--- config.mk ---
export PLATFORM = sky130hd
export DESIGN_NAME = dword_mem_seq
export DESIGN_NICKNAME = d
export VERILOG_FILES = /design/src/rtl/dws_pkg.sv /design/src/rtl/dws_addr_map.sv /design/src/rtl/dws_window.sv /design/src/rtl/dws_half.sv /design/src/rtl/dword_mem_seq.sv
export SDC_FILE = /design/constraint.sdc
export NUM_CORES = 1
export LEC_CHECK = 0
export ABC_AREA = 1
export BUFFER_PORTS_ARGS = -buffer_cell sky130_fd_sc_hd__buf_2
export CAP_MARGIN = 20
export CORE_MARGIN = 2
export CORE_UTILIZATION = 51
export CTS_CLUSTER_DIAMETER = 40
export DETAILED_ROUTE_END_ITERATION = 7
export GPL_TIMING_DRIVEN = 0
export PLACE_DENSITY = 0.82
export SLEW_MARGIN = 10
export SYNTH_ARGS = -nofsm -noshare
export SYNTH_HDL_FRONTEND = slang
export SYNTH_SLANG_ARGS = --single-unit
--- constraint.sdc ---
create_clock -name clk -period 1.9 [get_ports clk]
set_input_delay 0.38 -clock clk [delete_from_list [all_inputs] [get_ports clk]]
set_output_delay 0.38 -clock clk [all_outputs]
set_load 0.02 [all_outputs]
--- src/rtl/dws_pkg.sv ---
package dws_pkg;
    typedef enum logic [1:0] {
        ACC_NONE = 2'd0,
        ACC_RAM  = 2'd1,
        ACC_VOID = 2'd2
    } acc_e;
endpackage

--- src/rtl/dws_addr_map.sv ---
module dws_addr_map #(
    parameter int ADDR_W     = 17,
    parameter int RAM_WORDS  = 65536,
    parameter int HALF_WORDS = 32768
) (
    input  logic [ADDR_W-1:0] addr,
    input  logic              swap,
    output logic              in_ram,
    output logic [ADDR_W-2:0] phys_dw
);
    // bit of the doubleword address that selects the 32K-word half
    localparam int SWAP_BIT = $clog2(HALF_WORDS) - 1;
    localparam logic [ADDR_W-2:0] SWAP_MASK = (ADDR_W-1)'(1) << SWAP_BIT;

    always_comb begin
        in_ram  = 32'(addr) < 32'(RAM_WORDS);
        phys_dw = addr[ADDR_W-1:1] ^ (swap ? SWAP_MASK : '0);
    end
endmodule

--- src/rtl/dws_window.sv ---
module dws_window #(
    parameter int WINDOW = 4,
    parameter int AGE_W  = 3
) (
    input  logic [AGE_W-1:0] age_q,
    input  logic             start,
    input  logic             hold,
    output logic             late,
    output logic [AGE_W-1:0] age_d
);
    always_comb begin
        late = 32'(age_q) > 32'(WINDOW);
        if (start)
            age_d = AGE_W'(1);
        else if (hold)
            age_d = age_q;               // cycle passes, stamp advances: age unchanged
        else if (&age_q)
            age_d = age_q;               // saturate
        else
            age_d = age_q + AGE_W'(1);
    end
endmodule

--- src/rtl/dws_half.sv ---
module dws_half (
    input  logic [31:0] rlat,
    input  logic [31:0] wlat,
    input  logic        odd,
    input  logic [15:0] wdata,
    output logic [15:0] rhalf,
    output logic [31:0] merged
);
    always_comb begin
        rhalf  = odd ? rlat[15:0] : rlat[31:16];
        merged = odd ? {wlat[31:16], wdata} : {wdata, wlat[15:0]};
    end
endmodule

--- src/rtl/dword_mem_seq.sv ---
module dword_mem_seq
    import dws_pkg::*;
#(
    parameter int                ADDR_W      = 17,
    parameter int                RAM_WORDS   = 65536,
    parameter int                HALF_WORDS  = 32768,
    parameter int                WINDOW      = 4,
    parameter int                SEL_W       = 5,
    parameter logic [SEL_W-1:0]  REFRESH_SEL = 5'o37,
    parameter logic [15:0]       IO_BASE     = 16'hFE00
) (
    input  logic              clk,
    input  logic              rst_n,
    input  logic              ld_en,
    input  logic [SEL_W-1:0]  ld_sel,
    input  logic [ADDR_W-1:0] ld_addr,
    input  logic              rd_en,
    output logic [15:0]       rd_data,
    input  logic              wr_en,
    input  logic [15:0]       wr_data,
    output logic              fault,
    input  logic              swap_halves,
    output logic [ADDR_W-2:0] ram_addr,
    input  logic [31:0]       ram_rdata,
    output logic              ram_we,
    output logic [31:0]       ram_wdata,
    output logic              io_req,
    output logic              io_we,
    output logic [15:0]       io_addr,
    output logic [15:0]       io_wdata,
    input  logic [15:0]       io_rdata,
    input  logic              io_hit
);
    localparam int          AGE_W    = $clog2(WINDOW + 2);
    localparam logic [15:0] ALL_ONES = 16'hFFFF;

    typedef struct packed {
        acc_e              acc;
        logic              second;
        logic [ADDR_W-1:0] mar;
        logic [31:0]       rlat;
        logic [31:0]       wlat;
        logic [AGE_W-1:0]  age;
        logic [15:0]       rdat;
        logic              flt;
    } st_t;

    st_t st_q, st_d;

    logic              ld_go;
    logic              mar_io;
    logic              step;
    logic              late;
    logic [AGE_W-1:0]  age_d;
    logic              map_in_ram;
    logic [ADDR_W-1:0] map_addr;
    logic [15:0]       rhalf;
    logic [31:0]       merged;

    assign ld_go    = ld_en && (ld_sel != REFRESH_SEL);
    assign mar_io   = st_q.mar[15:0] >= IO_BASE;
    assign map_addr = ld_go ? ld_addr : st_q.mar;
    assign step     = !ld_en && (rd_en || wr_en) && (st_q.acc != ACC_NONE)
                      && !late && !mar_io;

    dws_addr_map #(
        .ADDR_W    (ADDR_W),
        .RAM_WORDS (RAM_WORDS),
        .HALF_WORDS(HALF_WORDS)
    ) u_map (
        .addr   (map_addr),
        .swap   (swap_halves),
        .in_ram (map_in_ram),
        .phys_dw(ram_addr)
    );

    dws_window #(
        .WINDOW(WINDOW),
        .AGE_W (AGE_W)
    ) u_win (
        .age_q(st_q.age),
        .start(ld_go),
        .hold (step),
        .late (late),
        .age_d(age_d)
    );

    dws_half u_half (
        .rlat  (st_q.rlat),
        .wlat  (st_q.wlat),
        .odd   (st_q.mar[0]),
        .wdata (wr_data),
        .rhalf (rhalf),
        .merged(merged)
    );

    always_comb begin
        st_d     = st_q;
        st_d.flt = 1'b0;
        st_d.age = age_d;
        ram_we    = 1'b0;
        ram_wdata = merged;
        io_req    = 1'b0;
        io_we     = 1'b0;
        io_addr   = st_q.mar[15:0];
        io_wdata  = wr_data;

        if (ld_en) begin
            if (ld_go) begin
                st_d.mar    = ld_addr;
                st_d.second = 1'b0;
                if (map_in_ram) begin
                    st_d.acc  = ACC_RAM;
                    st_d.rlat = ram_rdata;
                    st_d.wlat = ram_rdata;
                end else begin
                    st_d.acc  = ACC_VOID;
                    st_d.rlat = '1;
                    st_d.wlat = '1;
                end
            end
        end else if (rd_en) begin
            if (st_q.acc == ACC_NONE || late) begin
                st_d.flt  = 1'b1;
                st_d.rdat = ALL_ONES;
                st_d.acc  = ACC_NONE;
            end else if (mar_io) begin
                io_req    = 1'b1;
                st_d.rdat = io_hit ? io_rdata : ALL_ONES;
                st_d.acc  = ACC_NONE;
            end else begin
                st_d.rdat = rhalf;
                if (st_q.second) begin
                    st_d.acc = ACC_NONE;
                end else begin
                    st_d.mar[0] = ~st_q.mar[0];
                    st_d.second = 1'b1;
                end
            end
        end else if (wr_en) begin
            if (st_q.acc == ACC_NONE || late) begin
                st_d.flt = 1'b1;
                st_d.acc = ACC_NONE;
            end else if (mar_io) begin
                io_req   = 1'b1;
                io_we    = 1'b1;
                st_d.acc = ACC_NONE;
            end else begin
                st_d.wlat   = merged;
                ram_we      = (st_q.acc == ACC_RAM);
                st_d.mar[0] = ~st_q.mar[0];
                st_d.second = ~st_q.second;
            end
        end
    end

    always_ff @(posedge clk) begin
        if (!rst_n)
            st_q <= '0;
        else
            st_q <= st_d;
    end

    assign rd_data = st_q.rdat;
    assign fault   = st_q.flt;
endmodule

==> results of run 1 <==
state kept, by name (all words and copies together), names as in the netlist:
name	flops
st_q	71
io_addr	16
rd_data	16
fault	1
layer usage:
metal / up-vias / global-route usage, % / part of all wire [%]
met3: 25 / 3.23 / 8.5
met4: 0 / 8.05 / 1.7
li1: 3105 / - / -
met5: - / 0 / 0
met2: 336 / 47.1 / 47
met1: 2854 / 40.1 / 43
logic make-up (layout without fill, tap and decap cells):
logic type	Yosys count	count (layout)
compound gates	163	163
fa+ha+maj	3	3
buf+inv	162	384
flops	104	104
other cells	0	1
simple gates	424	424
metrics by stage:
step | hold slack (ps) | worst slack (ps) | utilization, % | instances
after floorplan | 441 | 6.22 | - | 856
after global placement | 452 | -169 | 63.1 | 1187
after detailed placement | 456 | -158 | 63.1 | 1187
after CTS | 264 | -154 | 66.7 | 1214
after global routing | 273 | -167 | 67.9 | 1219
final | 263 | -157 | 67.9 | 1219
layout make-up:
class                   count  area share (%)
diodes                      1          0.0339
plain buffers             102            9.79
clock buffers               9            1.68
clock inverters             7            1.17
inverters                  59            3.00
multi-input cells         590            38.4
flip-flops and latches    104            28.3
well taps                 140            2.37
repair buffers            207            15.3
worst max-delay path by stage:
stage / endpoint / slack (ps) / depth (start not counted)
2_1_floorplan: ram_we / 6 / 7
3_5_place_dp: ram_we / -160 / 8
3_3_place_gp: ram_we / -170 / 8
5_1_grt: ram_we / -170 / 8
6_report: ram_we / -160 / 8
4_1_cts: ram_we / -150 / 8
timing repair:
action	in CTS	in global routing
endpoints found under the setup margin	45	71
gates resized for setup	33	51
pin swaps	7	7
buffers inserted	12	4
Yosys cell counts (3+ instances only):
| library cell | instances | share of area, % |
|---|---|---|
| or2_1 | 5 | 0.55 |
| o211ai_1 | 17 | 2.2 |
| nand3_1 | 36 | 3.1 |
| buf_2 | 14 | 1.2 |
| ha_1 | 3 | 0.65 |
| buf_6 | 4 | 0.79 |
| or2_0 | 10 | 1.1 |
| nand2_1 | 250 | 16 |
| nor2_1 | 76 | 5.0 |
| dfxtp_1 | 104 | 36 |
| o21ai_2 | 3 | 0.46 |
| a21oi_1 | 52 | 4.5 |
| or2_2 | 33 | 3.6 |
| buf_1 | 3 | 0.20 |
| clkbuf_1 | 17 | 1.1 |
| inv_1 | 58 | 3.8 |
| nor2_2 | 4 | 0.44 |
| o21ai_1 | 4 | 0.35 |
| o22ai_1 | 16 | 1.7 |
| o21ai_0 | 70 | 6.1 |
| buf_4 | 63 | 8.2 |
power by group through the flow:
stage	sequential (mW)	combinational [mW]	clock (mW)
detailed placement	2.47	1.47	0
floorplan	2.45	1.01	0
finish	2.43	1.61	1.50
global route	2.45	1.74	1.58
global placement	2.46	1.46	0
CTS	2.42	1.53	1.49
worst register-to-register path: cells and delay by family (launching register included):
kind                       cells  cell delay (ps)
AOI/OAI and AO/OA              1              140
adders and majority gates      1              130
and+or+nand+nor                5              480
buffers and inverters          5              700
DFF                            1              350
==> impl_metrics.env, run 1 <==
export IMPL_clock_sinks=104
export IMPL_hp_class="input port to flip-flop"
export IMPL_synthSimpleGateAreaFrac_pct=31.7
export IMPL_drv_slew=0
export IMPL_core_area_mm2=0.0109
export IMPL_worstPathArrival_ps=1680
export IMPL_cts_tree="done"
export IMPL_syn_area_mm2=0.00574
export IMPL_switchingPower_mw=1.92
export IMPL_hold_buffers=0
export IMPL_worst_slack_ps=-157
export IMPL_synth_avg_cell_area_um2=6.70
export IMPL_grt_use_total_pct=28.8
export IMPL_peakVddDrop_mv=0.581
export IMPL_reg2regPathDepth=12
export IMPL_dieHeight_um=110
export IMPL_critical_path_class="flip-flop to output pin"
export IMPL_slew_headroom_pct=55.6
export IMPL_crit_buf_inv=3
export IMPL_syn_inst=856
export IMPL_layout_nets=1169
export IMPL_fillers=925
export IMPL_synth_xor_area_share_pct=0
export IMPL_synth_nets=952
export IMPL_die_x_um=110
export IMPL_p_int_mw=3.62
export IMPL_cap_violations=0
export IMPL_async_reset_ff_share_pct=0
export IMPL_firstDrtPassIters=5
export IMPL_setup_violations=3
export IMPL_violations="setup timing"
export IMPL_ant_nets=0
export IMPL_ff_latch_area_mm2=0.00209
export IMPL_pin_count=193
export IMPL_setup_tns_ps=-366
export IMPL_cp_startpoint="st_q[17]"
export IMPL_grt_pass1_wl_mm=26.9
export IMPL_cts_root_buf="clkbuf_8"
export IMPL_total_power_mw=5.54
export IMPL_sw_frac_of_total_pct=34.6
export IMPL_holdPathStages=3
export IMPL_synth_ff_type="dfxtp_1"
export IMPL_fmax_ghz=0.486
export IMPL_timing_rr_start="st_q[17]"
export IMPL_pwr_share_seq_pct=43.9
export IMPL_rsz0062_at_grt="true"
export IMPL_die_area_mm2=0.0121
export IMPL_final_common_cell="nand2_1"
export IMPL_numCtsBuffers=9
export IMPL_dp_hpwl_mm=13.0
export IMPL_critPathMaxFanout=3
export IMPL_area_delta_synth_final_pct=28.9
export IMPL_cp_required_ps=1520
export IMPL_insertion_delay_ps=380
export IMPL_worst_slew_pin_slew_ps=667
export IMPL_seq_area_frac_synth_pct=36.3
export IMPL_path_cells="inv_2 -> ha_4 -> nor2_2 -> nor2_4 -> nand3_4 -> buf_8 -> nor3b_2 -> buf_4"
export IMPL_viasPerCell=5.18
export IMPL_fin_area_mm2=0.00739
export IMPL_min_period_ps=2060
export IMPL_clock_power_share_pct=27.2
export IMPL_muxShareOfSynthArea_pct=0
export IMPL_grt_max_degree=20
export IMPL_r2r_slack_ps=40
export IMPL_slowest_delay_ps=350
export IMPL_synth_seq_cells=104
export IMPL_cp_slowest_cell="dfxtp_2"
export IMPL_regToRegEndpoint="st_q[34]"
export IMPL_worst_setup_path_start_kind="flip-flop"
export IMPL_rows=38
export IMPL_leakagePower_nw=3.69
export IMPL_vias=6320
export IMPL_synth_compound_area_share_pct=15.8
export IMPL_p_comb_share_pct=29.0
export IMPL_path_clk_slew_ps=110
export IMPL_min_from="ld_addr[15]"
export IMPL_antenna_found_initial=1
export IMPL_cts_buffer_depth=2
export IMPL_gp_congestion=0.888
export IMPL_yosysWarningCount=0
export IMPL_status="finished, violations left"
export IMPL_drt_iter0_markers=543
export IMPL_yosysUniqueCellTypes=31
export IMPL_cp_top_family="simple AND/OR/NAND/NOR gates"
export IMPL_multi_input_area_mm2=0.00284
export IMPL_wl_per_cell_um=14.7
export IMPL_synth_edf_count=0
export IMPL_synth_fa_ha_area_share_pct=0.654
export IMPL_grt_pass1_vias=5421
export IMPL_dpl_cell_area_mm2=0.00687
export IMPL_cts_max_level=3
export IMPL_final_hold_violation_count=0
export IMPL_holdPathEnd="io_addr[15]"
export IMPL_synth_top_family_by_area="simple AND/OR/NAND/NOR gates"
export IMPL_drc=0
export IMPL_drive_above_1_share_pct=34.4
export IMPL_end_kind="output pin"
export IMPL_initial_core_util_pct=52.7
export IMPL_period_share_pct=108
export IMPL_wl_mm=17.9
export IMPL_overflow=0
export IMPL_fin_worst_skew_ps=12.0
export IMPL_power_density_mw_per_mm2=749
export IMPL_final_cell_mix="nand2_1 (249), buf_2 (183), dfxtp_1 (100), buf_4 (88), nor2_1 (73)"
export IMPL_io_buffers=191
No activity file was read; power rests on OpenSTA's default activity.
==> inputs of run 2 (changes only) <==
--- a/config.mk
+++ b/config.mk
@@ -5,15 +5,14 @@
 export SDC_FILE = /design/constraint.sdc
 export NUM_CORES = 1
 export LEC_CHECK = 0
-export ABC_AREA = 1
 export BUFFER_PORTS_ARGS = -buffer_cell sky130_fd_sc_hd__buf_2
 export CAP_MARGIN = 20
 export CORE_MARGIN = 2
-export CORE_UTILIZATION = 51
+export CORE_UTILIZATION = 49
 export CTS_CLUSTER_DIAMETER = 40
 export DETAILED_ROUTE_END_ITERATION = 7
 export GPL_TIMING_DRIVEN = 0
-export PLACE_DENSITY = 0.82
+export PLACE_DENSITY = 0.81
 export SLEW_MARGIN = 10
 export SYNTH_ARGS = -nofsm -noshare
 export SYNTH_HDL_FRONTEND = slang
==> run 2 against run 1 <==
Against the previous run: the flow still finishes with violations (setup timing); synthesized area decreased by 13%; cell area fell by 11%; sequential power barely moved; critical path type unchanged; largest power group unchanged; highest routed layer unchanged.
==> impl_metrics.env, run 2 <==
export IMPL_status="finished, violations left"
export IMPL_violations="setup timing"
export IMPL_grt_pass1_vias=4833
export IMPL_cp_required_ps=1520
export IMPL_holdPathEnd="io_addr[10]"
export IMPL_busiest_layer="met2"
export IMPL_largest_reg_flops=71
export IMPL_p_int_mw=3.64
export IMPL_dp_hpwl_mm=11.6
export IMPL_cap_violations=0
export IMPL_antenna_found_initial=0
export IMPL_diodes=0
export IMPL_die_area_mm2=0.0110
export IMPL_grt_use_met3_pct=4.68
export IMPL_fin_worst_skew_ps=11.8
export IMPL_grt_use_total_pct=26.9
export IMPL_hp_class="input port to flip-flop"
export IMPL_worst_slew_pin_slew_ps=600
export IMPL_gp_congestion=0.841
export IMPL_place_inst=897
export IMPL_power_density_mw_per_mm2=797
export IMPL_pwr_share_seq_pct=46.7
export IMPL_peakVddDrop_mv=0.408
export IMPL_pin_count=193
export IMPL_die_x_um=105
export IMPL_fmax_ghz=0.487
export IMPL_synth_common_cells="dfxtp_1 (104), nor2_1 (104), nand2_1 (54), buf_4 (48), mux2_2 (48)"
export IMPL_synth_top_area_share_pct=41.7
export IMPL_async_reset_ff_share_pct=0
export IMPL_overflow=0
export IMPL_regToRegEndpoint="st_q[33]"
export IMPL_p_comb_share_pct=26.2
export IMPL_core_area_mm2=0.00982
export IMPL_gr_usage_met1_pct=34.3
export IMPL_cts_root_buf="clkbuf_8"
export IMPL_period_share_pct=108
export IMPL_holdPathStages=3
export IMPL_drv_slew=0
export IMPL_vias=5073
export IMPL_synth_compound_area_share_pct=20.3
export IMPL_insertion_delay_ps=370
export IMPL_worstPathArrival_ps=1670
export IMPL_grt_pass1_wl_mm=23.8
export IMPL_synth_edf_count=0
export IMPL_numCtsBuffers=9
export IMPL_synth_area_top_cells="dfxtp_1 (42%), mux2_2 (11%), nor2_1 (7.8%)"
export IMPL_synth_top_family_by_area="compound AO/OA/AOI/OAI gates"
export IMPL_wl_mm=15.4
export IMPL_wl_per_cell_um=16.8
export IMPL_slew_headroom_pct=60.0
export IMPL_leakagePower_nw=3.21
export IMPL_layout_nets=879
export IMPL_regMostFlops="st_q"
export IMPL_initial_core_util_pct=50.8
export IMPL_path_clk_slew_ps=90
export IMPL_cts_max_level=3
export IMPL_grt_max_degree=16
export IMPL_synth_fa_ha_area_share_pct=0.753
export IMPL_drive_above_1_share_pct=45.4
export IMPL_hold_buffers=0
export IMPL_cts_tree="done"
export IMPL_min_from="ld_addr[10]"
export IMPL_final_cell_mix="buf_2 (191), nor2_1 (104), dfxtp_1 (94), buf_4 (67), nand2_1 (54)"
export IMPL_use_met2_pct=45.6
export IMPL_area_delta_synth_final_pct=32.2
export IMPL_setup_tns_ps=-649
export IMPL_switchingPower_mw=1.62
export IMPL_synth_seq_cells=104
export IMPL_seq_area_frac_synth_pct=41.7
export IMPL_synth_ff_type="dfxtp_1"
export IMPL_viasPerCell=5.51
export IMPL_worst_slack_ps=-152
export IMPL_critical_path_class="flip-flop to output pin"
export IMPL_firstDrtPassIters=5
export IMPL_syn_inst=574
export IMPL_setup_violations=29
export IMPL_syn_area_mm2=0.00499
export IMPL_rows=36
export IMPL_clock_sinks=104
export IMPL_final_common_cell="buf_2"
export IMPL_yosysWarningCount=0
export IMPL_worst_setup_path_start_kind="flip-flop"
export IMPL_synth_nets=670
export IMPL_sw_frac_of_total_pct=30.7
export IMPL_final_hold_violation_count=0
export IMPL_cts_buffer_depth=2
export IMPL_r2r_slack_ps=-50
export IMPL_synth_xor_area_share_pct=0.351
export IMPL_reg2regPathDepth=9
export IMPL_drt_iter0_markers=332
export IMPL_finalNonFillerCells=920
export IMPL_min_period_ps=2050
export IMPL_synthSimpleGateAreaFrac_pct=13.7
export IMPL_clock_power_share_pct=27.1
export IMPL_dieHeight_um=105
export IMPL_end_kind="output pin"
export IMPL_synth_top_area_cell="dfxtp_1"
export IMPL_synth_avg_cell_area_um2=8.69
export IMPL_io_buffers=190
export IMPL_rsz0062_at_grt="true"
export IMPL_drc=0
export IMPL_ant_nets=0
export IMPL_timing_rr_start="st_q[18]"
export IMPL_timing_hold_ws_ps=272
export IMPL_critPathMaxFanout=3
export IMPL_yosysUniqueCellTypes=35
export IMPL_muxShareOfSynthArea_pct=11.6
[run 2: changes by cell type after synthesis, moves of 33 or more]
cell / previous run / this run
a211oi_1: 0 / 33
inv_1: 58 / 4
mux2_2: 0 / 48
nand2_1: 250 / 54
nand3_1: 36 / 3
o21ai_0: 70 / 19
[run 2: repair_timing]
action	4_1_cts	5_1_grt
buffers inserted	7	2
pin swaps	3	1
setup endpoints to repair	89	80
resized for setup	44	30
[run 2: worst max path at each step]
stage                   end      start  slack (ps)  depth (start not counted)
6_report             ram_we   st_q[18]        -150                          7
5_1_grt              ram_we   st_q[18]        -210                          7
4_1_cts              ram_we   st_q[17]        -110                          7
3_5_place_dp    ram_addr[8]  ld_sel[1]        -430                          8
3_3_place_gp   ram_addr[13]  ld_sel[1]        -420                          8
2_1_floorplan        ram_we   st_q[17]          40                          6
[run 2: per-layer routing]
layer  share of wire (%)  vias up  routed length (um)
li1                    -     2395                   -
met1                  41     2389                6400
met2                  49      246                7550
met3                 6.6       43                1010
met4                 3.1        0                 481
met5                   0        -                   0
[run 2: metrics by stage]
step                      worst slack, ps  util (%)  instance area, um2  total power [mW]
after floorplan                      35.1         -                4990              3.33
after global placement               -420      62.2                6110              3.72
after detailed placement             -432      62.2                6110              3.76
after CTS                            -112      66.1                6490              5.20
after global routing                 -212      67.2                6590              5.48
final                                -152      67.2                6590              5.26
[run 2: logic make-up (layout without fill, tap and decap cells)]
group,Yosys count,after routing
buffers and inverters,97,310
AOI/OAI and AO/OA,144,144
adders and majority gates,3,3
muxes,52,52
DFF,104,104
xor gates and xnor gates,2,2
and+or+nand+nor,172,172
[run 2: power groups by stage]
stage | combinational, mW | sequential, mW | clock (mW)
after floorplan | 0.867 | 2.46 | 0
after global placement | 1.25 | 2.48 | 0
after detailed placement | 1.28 | 2.49 | 0
after CTS | 1.34 | 2.45 | 1.42
after global routing | 1.47 | 2.47 | 1.53
final | 1.38 | 2.45 | 1.43
[run 2: critical path, cell delays in order (launching register included)]
cell and delay, ps:
dfxtp_2 340, inv_2 70, ha_4 130, nand2b_4 140
o211ai_4 90, buf_6 140, nor4b_4 210, buf_4 190
[run 2: layout make-up]
| class | count | area (um2) |
|---|---|---|
| buffer | 91 | 643 |
| clock buffer | 13 | 159 |
| clock inverter | 2 | 38.8 |
| fill | 821 | 3230 |
| inverter | 5 | 18.8 |
| multi-input combinational | 373 | 2430 |
| sequential | 104 | 2100 |
| tap | 133 | 166 |
| timing repair buffer | 199 | 1040 |
==> inputs of run 3 (changes only) <==
==> constraint.sdc (replaced) <==
create_clock -name clk -period 1.9 [get_ports clk]
set_input_delay 0.285 -clock clk [delete_from_list [all_inputs] [get_ports clk]]
set_output_delay 0.285 -clock clk [all_outputs]
set_load 0.02 [all_outputs]
==> run 3 against run 2 <==
Against the previous run: the run still ends with setup timing left; non-clock buffer count is 5 lower; clock power about the same; first-iteration DRC count is 8.7% lower; count of clock-buffer cells in the layout unchanged; flip-flop and latch count unchanged; hold slack lost 88 ps; combinational power fell by 4%; global-route usage fell by 0.46 points; critical path type unchanged.
==> impl_metrics.env, run 3 (same netlist as run 2, synthesis figures left out) <==
export IMPL_fin_worst_skew_ps=11.4
export IMPL_critPathMaxFanout=3
export IMPL_drv_slew=0
export IMPL_rows=36
export IMPL_clock_sinks=104
export IMPL_clock_power_share_pct=27.3
export IMPL_cp_required_ps=1620
export IMPL_cts_root_buf="clkbuf_8"
export IMPL_wl_mm=15.1
export IMPL_layout_nets=874
export IMPL_dieHeight_um=105
export IMPL_die_x_um=105
export IMPL_insertion_delay_ps=360
export IMPL_viasPerCell=5.48
export IMPL_firstDrtPassIters=5
export IMPL_leakagePower_nw=3.16
export IMPL_initial_core_util_pct=50.8
export IMPL_io_buffers=190
export IMPL_numCtsBuffers=9
export IMPL_sw_frac_of_total_pct=30.6
export IMPL_antenna_found_initial=0
export IMPL_final_common_cell="buf_2"
export IMPL_fmax_ghz=0.512
export IMPL_fillers=842
export IMPL_path_clk_slew_ps=90
export IMPL_die_area_mm2=0.0110
export IMPL_pwr_share_seq_pct=47.1
export IMPL_hp_class="input port to flip-flop"
export IMPL_area_delta_synth_final_pct=29.3
export IMPL_grt_use_total_pct=26.4
export IMPL_gp_congestion=0.841
export IMPL_grt_pass1_vias=4779
export IMPL_core_area_mm2=0.00982
export IMPL_total_power_mw=5.20
export IMPL_final_cell_mix="buf_2 (201), nor2_1 (104), dfxtp_1 (100), nand2_1 (54), buf_4 (54)"
export IMPL_period_share_pct=103
export IMPL_min_period_ps=1950
export IMPL_grt_max_degree=16
export IMPL_regMostFlops="st_q"
export IMPL_rsz0062_at_grt="true"
export IMPL_dp_hpwl_mm=11.6
export IMPL_drt_iter0_markers=303
export IMPL_worstPathArrival_ps=1670
export IMPL_grt_pass1_wl_mm=23.4
export IMPL_peakVddDrop_mv=0.408
export IMPL_ant_nets=0
export IMPL_power_density_mw_per_mm2=806
export IMPL_worst_slack_ps=-53.3
export IMPL_overflow=0
export IMPL_cts_buffer_depth=2
export IMPL_pin_count=193
export IMPL_cts_tree="done"
export IMPL_drc=0
export IMPL_worst_slew_pin_slew_ps=597
export IMPL_drive_above_1_share_pct=44.0
export IMPL_p_comb_share_pct=25.7
export IMPL_cap_violations=0
export IMPL_setup_violations=1
export IMPL_violations="setup timing"
export IMPL_slew_headroom_pct=60.2
export IMPL_largest_reg_flops=71
export IMPL_switchingPower_mw=1.59
export IMPL_status="finished, violations left"
export IMPL_wl_per_cell_um=16.5
export IMPL_fin_area_mm2=0.00645
export IMPL_cts_max_level=3
export IMPL_worst_setup_path_start_kind="flip-flop"
export IMPL_diodes=0
export IMPL_vias=5018
export IMPL_dpl_cell_area_mm2=0.00611
export IMPL_p_int_mw=3.61
export IMPL_critical_path_class="flip-flop to output pin"
export IMPL_end_kind="output pin"
export IMPL_final_hold_violation_count=0
run 3: path summary, 6_finish.rpt:
kind / startpoint / end / slack, ps / cells after the start
max: st_q[18] / ram_we / -50 / 7
min: ld_addr[3] / io_addr[3] / 180 / 3
max reg2reg: io_addr[14] / rd_data[12] / 0 / 7
min reg2reg: st_q[100] / st_q[100] / 470 / 2
run 3: power by group through the flow:
| stage | Sequential (mW) | Clock (mW) | Combinational, mW |
|---|---|---|---|
| finish | 2.45 | 1.42 | 1.33 |
| global route | 2.47 | 1.53 | 1.43 |
| CTS | 2.44 | 1.42 | 1.31 |
| detailed placement | 2.49 | 0 | 1.28 |
| global placement | 2.48 | 0 | 1.25 |
| floorplan | 2.46 | 0 | 0.867 |
run 3: metal layers:
layer / wire, um / track usage [%] / vias to the layer above
met2: 7410 / 45.0 / 214
met3: 1010 / 4.62 / 30
met1: 6370 / 34.0 / 2376
met5: 0 / 0 / -
met4: 348 / 8.19 / 0
li1: - / - / 2398
run 3: area by class of cell:
type                    instances  area (um2)  share of cell area [%]
clock buffers                  13         159                    2.46
repair buffers                194         983                    15.2
well taps                     133         166                    2.58
clock inverters                 2        38.8                   0.601
flip-flops and latches        104        2090                    32.4
inverters                       5        18.8                   0.291
multi-input cells             373        2390                    37.1
plain buffers                  91         602                    9.33
run 3: through the flow:
stage	cells	setup WS [ps]	TNS, ps	hold WS [ps]	utilization [%]
6_report	915	-53.3	-53.3	185	65.7
5_1_grt	915	-121	-720	173	65.7
4_1_cts	914	-74.2	-74.2	179	65.2
3_5_place_dp	897	-254	-9160	464	62.2
3_3_place_gp	897	-230	-4190	452	62.2
2_1_floorplan	574	130	0	443	-
run 3: repair_timing:
action                                  in CTS  in global routing
endpoints found under the setup margin      87                 52
pin swaps                                    1                  1
hold buffers                                 0                  0
buffers inserted                             3                  1
gates resized for setup                     24                 13
run 3: worst max-delay path: stages (launching register included):
cell,delay (ps)
dfxtp_2,350
inv_2,70
ha_4,130
nand2b_4,130
o211ai_4,90
buf_6,140
nor4b_4,200
buf_4,190
